==> src/rtl/acc_pkg.sv <==
package acc_pkg;
  localparam int OPC_W = 2;
  localparam int N_DEV = 5;

  typedef enum logic [1:0] {
    OP_STO = 2'b00,
    OP_ADD = 2'b01,
    OP_JMP = 2'b10,
    OP_OPR = 2'b11
  } opcode_e;

  typedef enum logic [1:0] {
    ST_HALT  = 2'd0,
    ST_FETCH = 2'd1,
    ST_EXEC  = 2'd2
  } state_e;

  // operate field bit positions
  localparam int MB_CLA  = 0;
  localparam int MB_CLL  = 1;
  localparam int MB_A2L  = 2;
  localparam int MB_L2A  = 3;
  localparam int MB_CMA  = 4;
  localparam int MB_HLT  = 5;
  localparam int MB_DON  = 6;
  localparam int MB_DOFF = MB_DON + N_DEV;
endpackage

==> src/rtl/acc_oc_adder.sv <==
module acc_oc_adder #(
  parameter int W = 18
) (
  input  logic [W-1:0] a_i,
  input  logic [W-1:0] b_i,
  output logic [W-1:0] sum_o
);
  logic [W:0] raw;

  always_comb begin
    raw   = {1'b0, a_i} + {1'b0, b_i};
    // end-around carry
    sum_o = raw[W-1:0] + {{(W-1){1'b0}}, raw[W]};
  end
endmodule

==> src/rtl/acc_microop.sv <==
module acc_microop
  import acc_pkg::*;
#(
  parameter int W       = 18,
  parameter int FIELD_W = 16
) (
  input  logic [W-1:0]       ac_i,
  input  logic [W-1:0]       lr_i,
  input  logic [FIELD_W-1:0] ctl_i,
  input  logic [N_DEV-1:0]   dev_i,
  output logic [W-1:0]       ac_o,
  output logic [W-1:0]       lr_o,
  output logic [N_DEV-1:0]   dev_o,
  output logic               halt_o
);
  logic [W-1:0] ac_clr, lr_clr, ac_xfr;

  always_comb begin
    ac_clr = ctl_i[MB_CLA] ? '0 : ac_i;
    lr_clr = ctl_i[MB_CLL] ? '0 : lr_i;
    // both copies sample post-clear values: setting both swaps
    lr_o   = ctl_i[MB_A2L] ? ac_clr : lr_clr;
    ac_xfr = ctl_i[MB_L2A] ? lr_clr : ac_clr;
    ac_o   = ctl_i[MB_CMA] ? ~ac_xfr : ac_xfr;
    halt_o = ctl_i[MB_HLT];
  end

  for (genvar k = 0; k < N_DEV; k++) begin : g_dev
    assign dev_o[k] = (dev_i[k] | ctl_i[MB_DON+k]) & ~ctl_i[MB_DOFF+k];
  end
endmodule

==> src/rtl/acc_seq.sv <==
module acc_seq
  import acc_pkg::*;
#(
  parameter int ADDR_W = 16
) (
  input  logic              clk_i,
  input  logic              rst_ni,
  input  logic              start_i,
  input  opcode_e           op_i,
  input  logic [ADDR_W-1:0] field_i,
  input  logic              ac_sign_i,
  input  logic              halt_i,
  output state_e            state_o,
  output logic [ADDR_W-1:0] pc_o
);
  logic take_jump;

  assign take_jump = (op_i == OP_JMP) && ac_sign_i;

  always_ff @(posedge clk_i or negedge rst_ni) begin
    if (!rst_ni) begin
      state_o <= ST_HALT;
      pc_o    <= '0;
    end else begin
      unique case (state_o)
        ST_HALT:  if (start_i) state_o <= ST_FETCH;
        ST_FETCH: state_o <= ST_EXEC;
        ST_EXEC: begin
          pc_o    <= take_jump ? field_i : pc_o + 1'b1;
          state_o <= (op_i == OP_OPR && halt_i) ? ST_HALT : ST_FETCH;
        end
        default:  state_o <= ST_HALT;
      endcase
    end
  end
endmodule

==> src/rtl/acc_core.sv <==
module acc_core
  import acc_pkg::*;
#(
  parameter  int ADDR_W = 16,
  localparam int DATA_W = ADDR_W + acc_pkg::OPC_W
) (
  input  logic                    clk_i,
  input  logic                    rst_ni,
  input  logic                    start_i,
  output logic [ADDR_W-1:0]       mem_addr_o,
  output logic [DATA_W-1:0]       mem_wdata_o,
  output logic                    mem_we_o,
  input  logic [DATA_W-1:0]       mem_rdata_i,
  output logic                    running_o,
  output logic [acc_pkg::N_DEV-1:0] dev_en_o
);
  state_e            state_q;
  logic [ADDR_W-1:0] pc_q;
  logic [DATA_W-1:0] ac_q, lr_q, sum, mo_ac, mo_lr;
  logic [N_DEV-1:0]  dev_q, mo_dev;
  logic              add_pend_q, mo_halt, is_exec;
  opcode_e           op;
  logic [ADDR_W-1:0] field;

  // in EXEC the read port carries the instruction, in FETCH the pending operand
  assign is_exec = (state_q == ST_EXEC);
  assign op      = opcode_e'(mem_rdata_i[DATA_W-1 -: OPC_W]);
  assign field   = mem_rdata_i[ADDR_W-1:0];

  acc_seq #(.ADDR_W(ADDR_W)) i_seq (
    .clk_i     (clk_i),
    .rst_ni    (rst_ni),
    .start_i   (start_i),
    .op_i      (op),
    .field_i   (field),
    .ac_sign_i (ac_q[DATA_W-1]),
    .halt_i    (mo_halt),
    .state_o   (state_q),
    .pc_o      (pc_q)
  );

  acc_oc_adder #(.W(DATA_W)) i_adder (
    .a_i   (ac_q),
    .b_i   (mem_rdata_i),
    .sum_o (sum)
  );

  acc_microop #(.W(DATA_W), .FIELD_W(ADDR_W)) i_microop (
    .ac_i   (ac_q),
    .lr_i   (lr_q),
    .ctl_i  (field),
    .dev_i  (dev_q),
    .ac_o   (mo_ac),
    .lr_o   (mo_lr),
    .dev_o  (mo_dev),
    .halt_o (mo_halt)
  );

  always_ff @(posedge clk_i or negedge rst_ni) begin
    if (!rst_ni) begin
      ac_q       <= '0;
      lr_q       <= '0;
      dev_q      <= '0;
      add_pend_q <= 1'b0;
    end else begin
      add_pend_q <= is_exec && (op == OP_ADD);
      if (state_q == ST_FETCH && add_pend_q) ac_q <= sum;
      if (is_exec && op == OP_OPR) begin
        ac_q  <= mo_ac;
        lr_q  <= mo_lr;
        dev_q <= mo_dev;
      end
    end
  end

  assign mem_addr_o  = is_exec ? field : pc_q;
  assign mem_we_o    = is_exec && (op == OP_STO);
  assign mem_wdata_o = ac_q;
  assign running_o   = (state_q != ST_HALT);
  assign dev_en_o    = dev_q;
endmodule

==> config.mk <==
export PLATFORM = sky130hd
export DESIGN_NAME = acc_core
export DESIGN_NICKNAME = d
export VERILOG_FILES = /design/src/rtl/acc_pkg.sv /design/src/rtl/acc_oc_adder.sv /design/src/rtl/acc_microop.sv /design/src/rtl/acc_seq.sv /design/src/rtl/acc_core.sv
export SDC_FILE = /design/constraint.sdc
export NUM_CORES = 1
export LEC_CHECK = 0
export BUFFER_PORTS_ARGS = -buffer_cell sky130_fd_sc_hd__buf_2
export CAP_MARGIN = 20
export CORE_MARGIN = 5
export CORE_UTILIZATION = 40
export CTS_CLUSTER_SIZE = 40
export DETAILED_ROUTE_END_ITERATION = 6
export PLACE_DENSITY = 0.55
export SETUP_SLACK_MARGIN = 0.4
export SLEW_MARGIN = 5
export SYNTH_ARGS = -nofsm -noshare
export SYNTH_HDL_FRONTEND = slang
export SYNTH_SLANG_ARGS = --single-unit
==> constraint.sdc <==
create_clock -name clk_i -period 10.74 [get_ports clk_i]
set_input_delay 1.074 -clock clk_i [delete_from_list [all_inputs] [get_ports clk_i]]
set_output_delay 1.074 -clock clk_i [all_outputs]
set_load 0.02 [all_outputs]
==> flow_summary.json <==
{
  "path_class": "input port to register",
  "seqPwrFrac_pct": 26.0,
  "vias_per_cell": 5.87,
  "synth_area_mm2": 0.00465,
  "async_flop_share_pct": 100,
  "combPwrFrac_pct": 56.9,
  "clock.fmax_mhz": 188,
  "intPower_uw": 910,
  "finalNonFillerCells": 750,
  "end_kind": "register",
  "fp.dieArea_mm2": 0.0139,
  "cts_tree": "done",
  "power.total_mw": 1.73,
  "crit_fanout": 17,
  "yosysTopAreaCell": "dfrtp_1",
  "totalWireLength_um": 14200,
  "run_status": "finished clean",
  "start_util_pct": 40.7,
  "drtIter0Drc": 364,
  "synth_fp_nets": 609,
  "drc": 0,
  "setup_viol": 0,
  "track_usage_pct": 20.5,
  "firstDrtPassIters": 5,
  "grt_pass1_vias": 4281,
  "final_area_mm2": 0.00530,
  "num_antenna_cells": 0,
  "gr-total-overflow": 0,
  "synth_area_leaders": "dfrtp_1 (32%), nand2_1 (6.1%), ha_1 (5.9%)",
  "cts_hold_buf": 0,
  "p_per_area_mw_per_mm2": 326,
  "wl_per_cell_um": 18.9,
  "hp-class": "register to register",
  "ys_ff_latch": 60,
  "core-area_mm2": 0.0114,
  "final_nets": 648,
  "clkPwrFrac_pct": 17.0,
  "rsz0062_at_grt": "false",
  "p_sw_share_pct": 47.4,
  "placed_cell_area_mm2": 0.00500,
  "yosysWarningCount": 0,
  "worst_slew_pin_slew_ns": 1.10,
  "utilization_pct": 46.4,
  "seq_area_frac_synth_pct": 32.3,
  "ios": 62,
  "grt_pass1_wl_um": 23000,
  "fin_setup_tns_ns": 0,
  "place_congestion": 0.860,
  "finalCritPeriodShare_pct": 49.4,
  "die_w_um": 118,
  "cts.path.max_buffers": 2,
  "h-tree-depth": 3,
  "hold_ws_ns": 0.496,
  "synth_edf_count": 0,
  "hold_viol": 0,
  "ys_top_cells_by_count": "nand2_1 (75), dfrtp_1 (60), a21oi_1 (46)",
  "skew_ns": 0.00500,
  "clkLatencyLatePin_ns": 0.34,
  "p_switching_uw": 819,
  "die_h_um": 118,
  "place_ws_ns": 5.11,
  "cp-start-kind": "input port",
  "ir_drop_uv": 187,
  "area_delta_synth_final_pct": 14.0,
  "vias": 4399,
  "slew_headroom_pct": 26.6,
  "cts-buffers-inserted": 9,
  "root_buffer": "clkbuf_16",
  "final-max-slew-violation-count": 0,
  "rows": 39,
  "finalCriticalPeriod_ns": 5.31,
  "required_ns": 10.91,
  "post-cts-setup-buffer-count": 0,
  "cts.repair.resized": 0,
  "grt_max_degree": 61,
  "setup_ws_ns": 5.43,
  "drive_above_1_share_pct": 15.0,
  "synth_most_common_cell": "nand2_1",
  "synth_ff_type": "dfrtp_1",
  "critPathArrivalTime_ns": 5.48,
  "synth_cells": 565,
  "io_buffer_count": 61,
  "max-cap-violations": 0,
  "syn_avg_cell_area_um2": 8.23,
  "yosysUniqueCellTypes": 67,
  "antenna_found_initial": 0,
  "synth_top_area_share_pct": 32.3,
  "antenna_left": 0,
  "total_leakage_power_nw": 2.29,
  "dp_cells": 735,
  "dpl.hpwl_um": 10200,
  "clkTransAtPathRegs_ns": 0.05,
  "cts_num_sinks": 60
}
critical path: stages:
cell	delay, ns
buf_2	0.13
clkinv_1	0.44
fa_1	0.63
nand2b_1	0.21
a21oi_1	0.25
o21ai_0	0.17
a311oi_1	0.41
a21o_1	0.19
a21o_1	0.14
ha_1	0.19
nand3b_1	0.15
a211oi_1	0.20
nand4_1	0.19
nor4_2	0.41
nand4_1	0.23
nor3_1	0.23
xnor2_1	0.15
a21oi_1	0.08
sequential cells by signal, indices dropped and copies added (netlist names):
signal and flops:
lr_q 18, mem_wdata_o 18, i_seq.pc_o 16, dev_en_o 5, i_seq.state_o 2, add_pend_q 1
cell usage in the layout, fill, tap and decap left out, types with 5 or more instances in the layout:
master     count
a211oi_1       6
a21o_1        11
a21oi_1       46
a22o_1        17
a22oi_1        7
a31oi_1       20
and2_1         5
and3_1        11
buf_2         61
clkbuf_16      9
dfrtp_1       60
ha_1          22
inv_1          5
nand2_1       75
nand3_1       14
nand4_1        6
nor2_1        38
nor2b_1        7
nor3_1        10
nor3b_1       19
o211ai_1      11
o21ai_0       39
o22ai_1        7
xnor2_1       25
xor2_1        17
power by group through the flow:
stage	clock [mW]	combinational, mW	sequential, mW
3_5_place_dp	0	0.980	0.449
3_3_place_gp	0	0.976	0.447
6_report	0.295	0.984	0.450
4_1_cts	0.299	0.984	0.448
5_1_grt	0.309	1.09	0.468
2_1_floorplan	0	0.699	0.460
area by class of cell:
type                            instances  area, um2
Timing Repair Buffer                   65        335
Tap cell                              143        179
Clock buffer                           12        256
Clock inverter                          2       35.0
Sequential cell                        60       1500
Inverter                                6       22.5
Multi-Input combinational cell        462       2970
Fill cell                            1163       6120
layer usage:
| metal | wire [um] | vias to the layer above | track usage [%] | part of all wire, % |
|---|---|---|---|---|
| met2 | 5970 | 126 | 29.4 | 42 |
| met1 | 7090 | 2107 | 30.0 | 50 |
| met5 | 0 | - | 0 | 0 |
| li1 | - | 2145 | - | - |
| met4 | 348 | 0 | 7.67 | 2.5 |
| met3 | 764 | 21 | 4.47 | 5.4 |
cells by family after synthesis:
family	Yosys count	share of synthesized area [%]
flops	60	32.3
xor+xnor	42	7.91
compound gates	192	27.0
fa+ha+maj	23	6.35
mux	1	0.215
simple gates	204	22.3
buf+inv	43	3.90
path summary, 6_finish.rpt:
kind,from,end,slack [ns],cells after the start
min in group asynchronous,rst_ni,lr_q[3],0.91,2
worst min-delay path,i_seq.state_o[0],i_seq.state_o[0],0.50,1
worst min register to register,i_seq.state_o[0],i_seq.state_o[0],0.50,1
worst max register to register,mem_wdata_o[0],mem_wdata_o[17],6.30,18
max in group asynchronous,rst_ni,i_seq.pc_o[10],9.29,2
worst max-delay path,mem_rdata_i[1],mem_wdata_o[17],5.43,18
(Power assumes the default switching activity.)
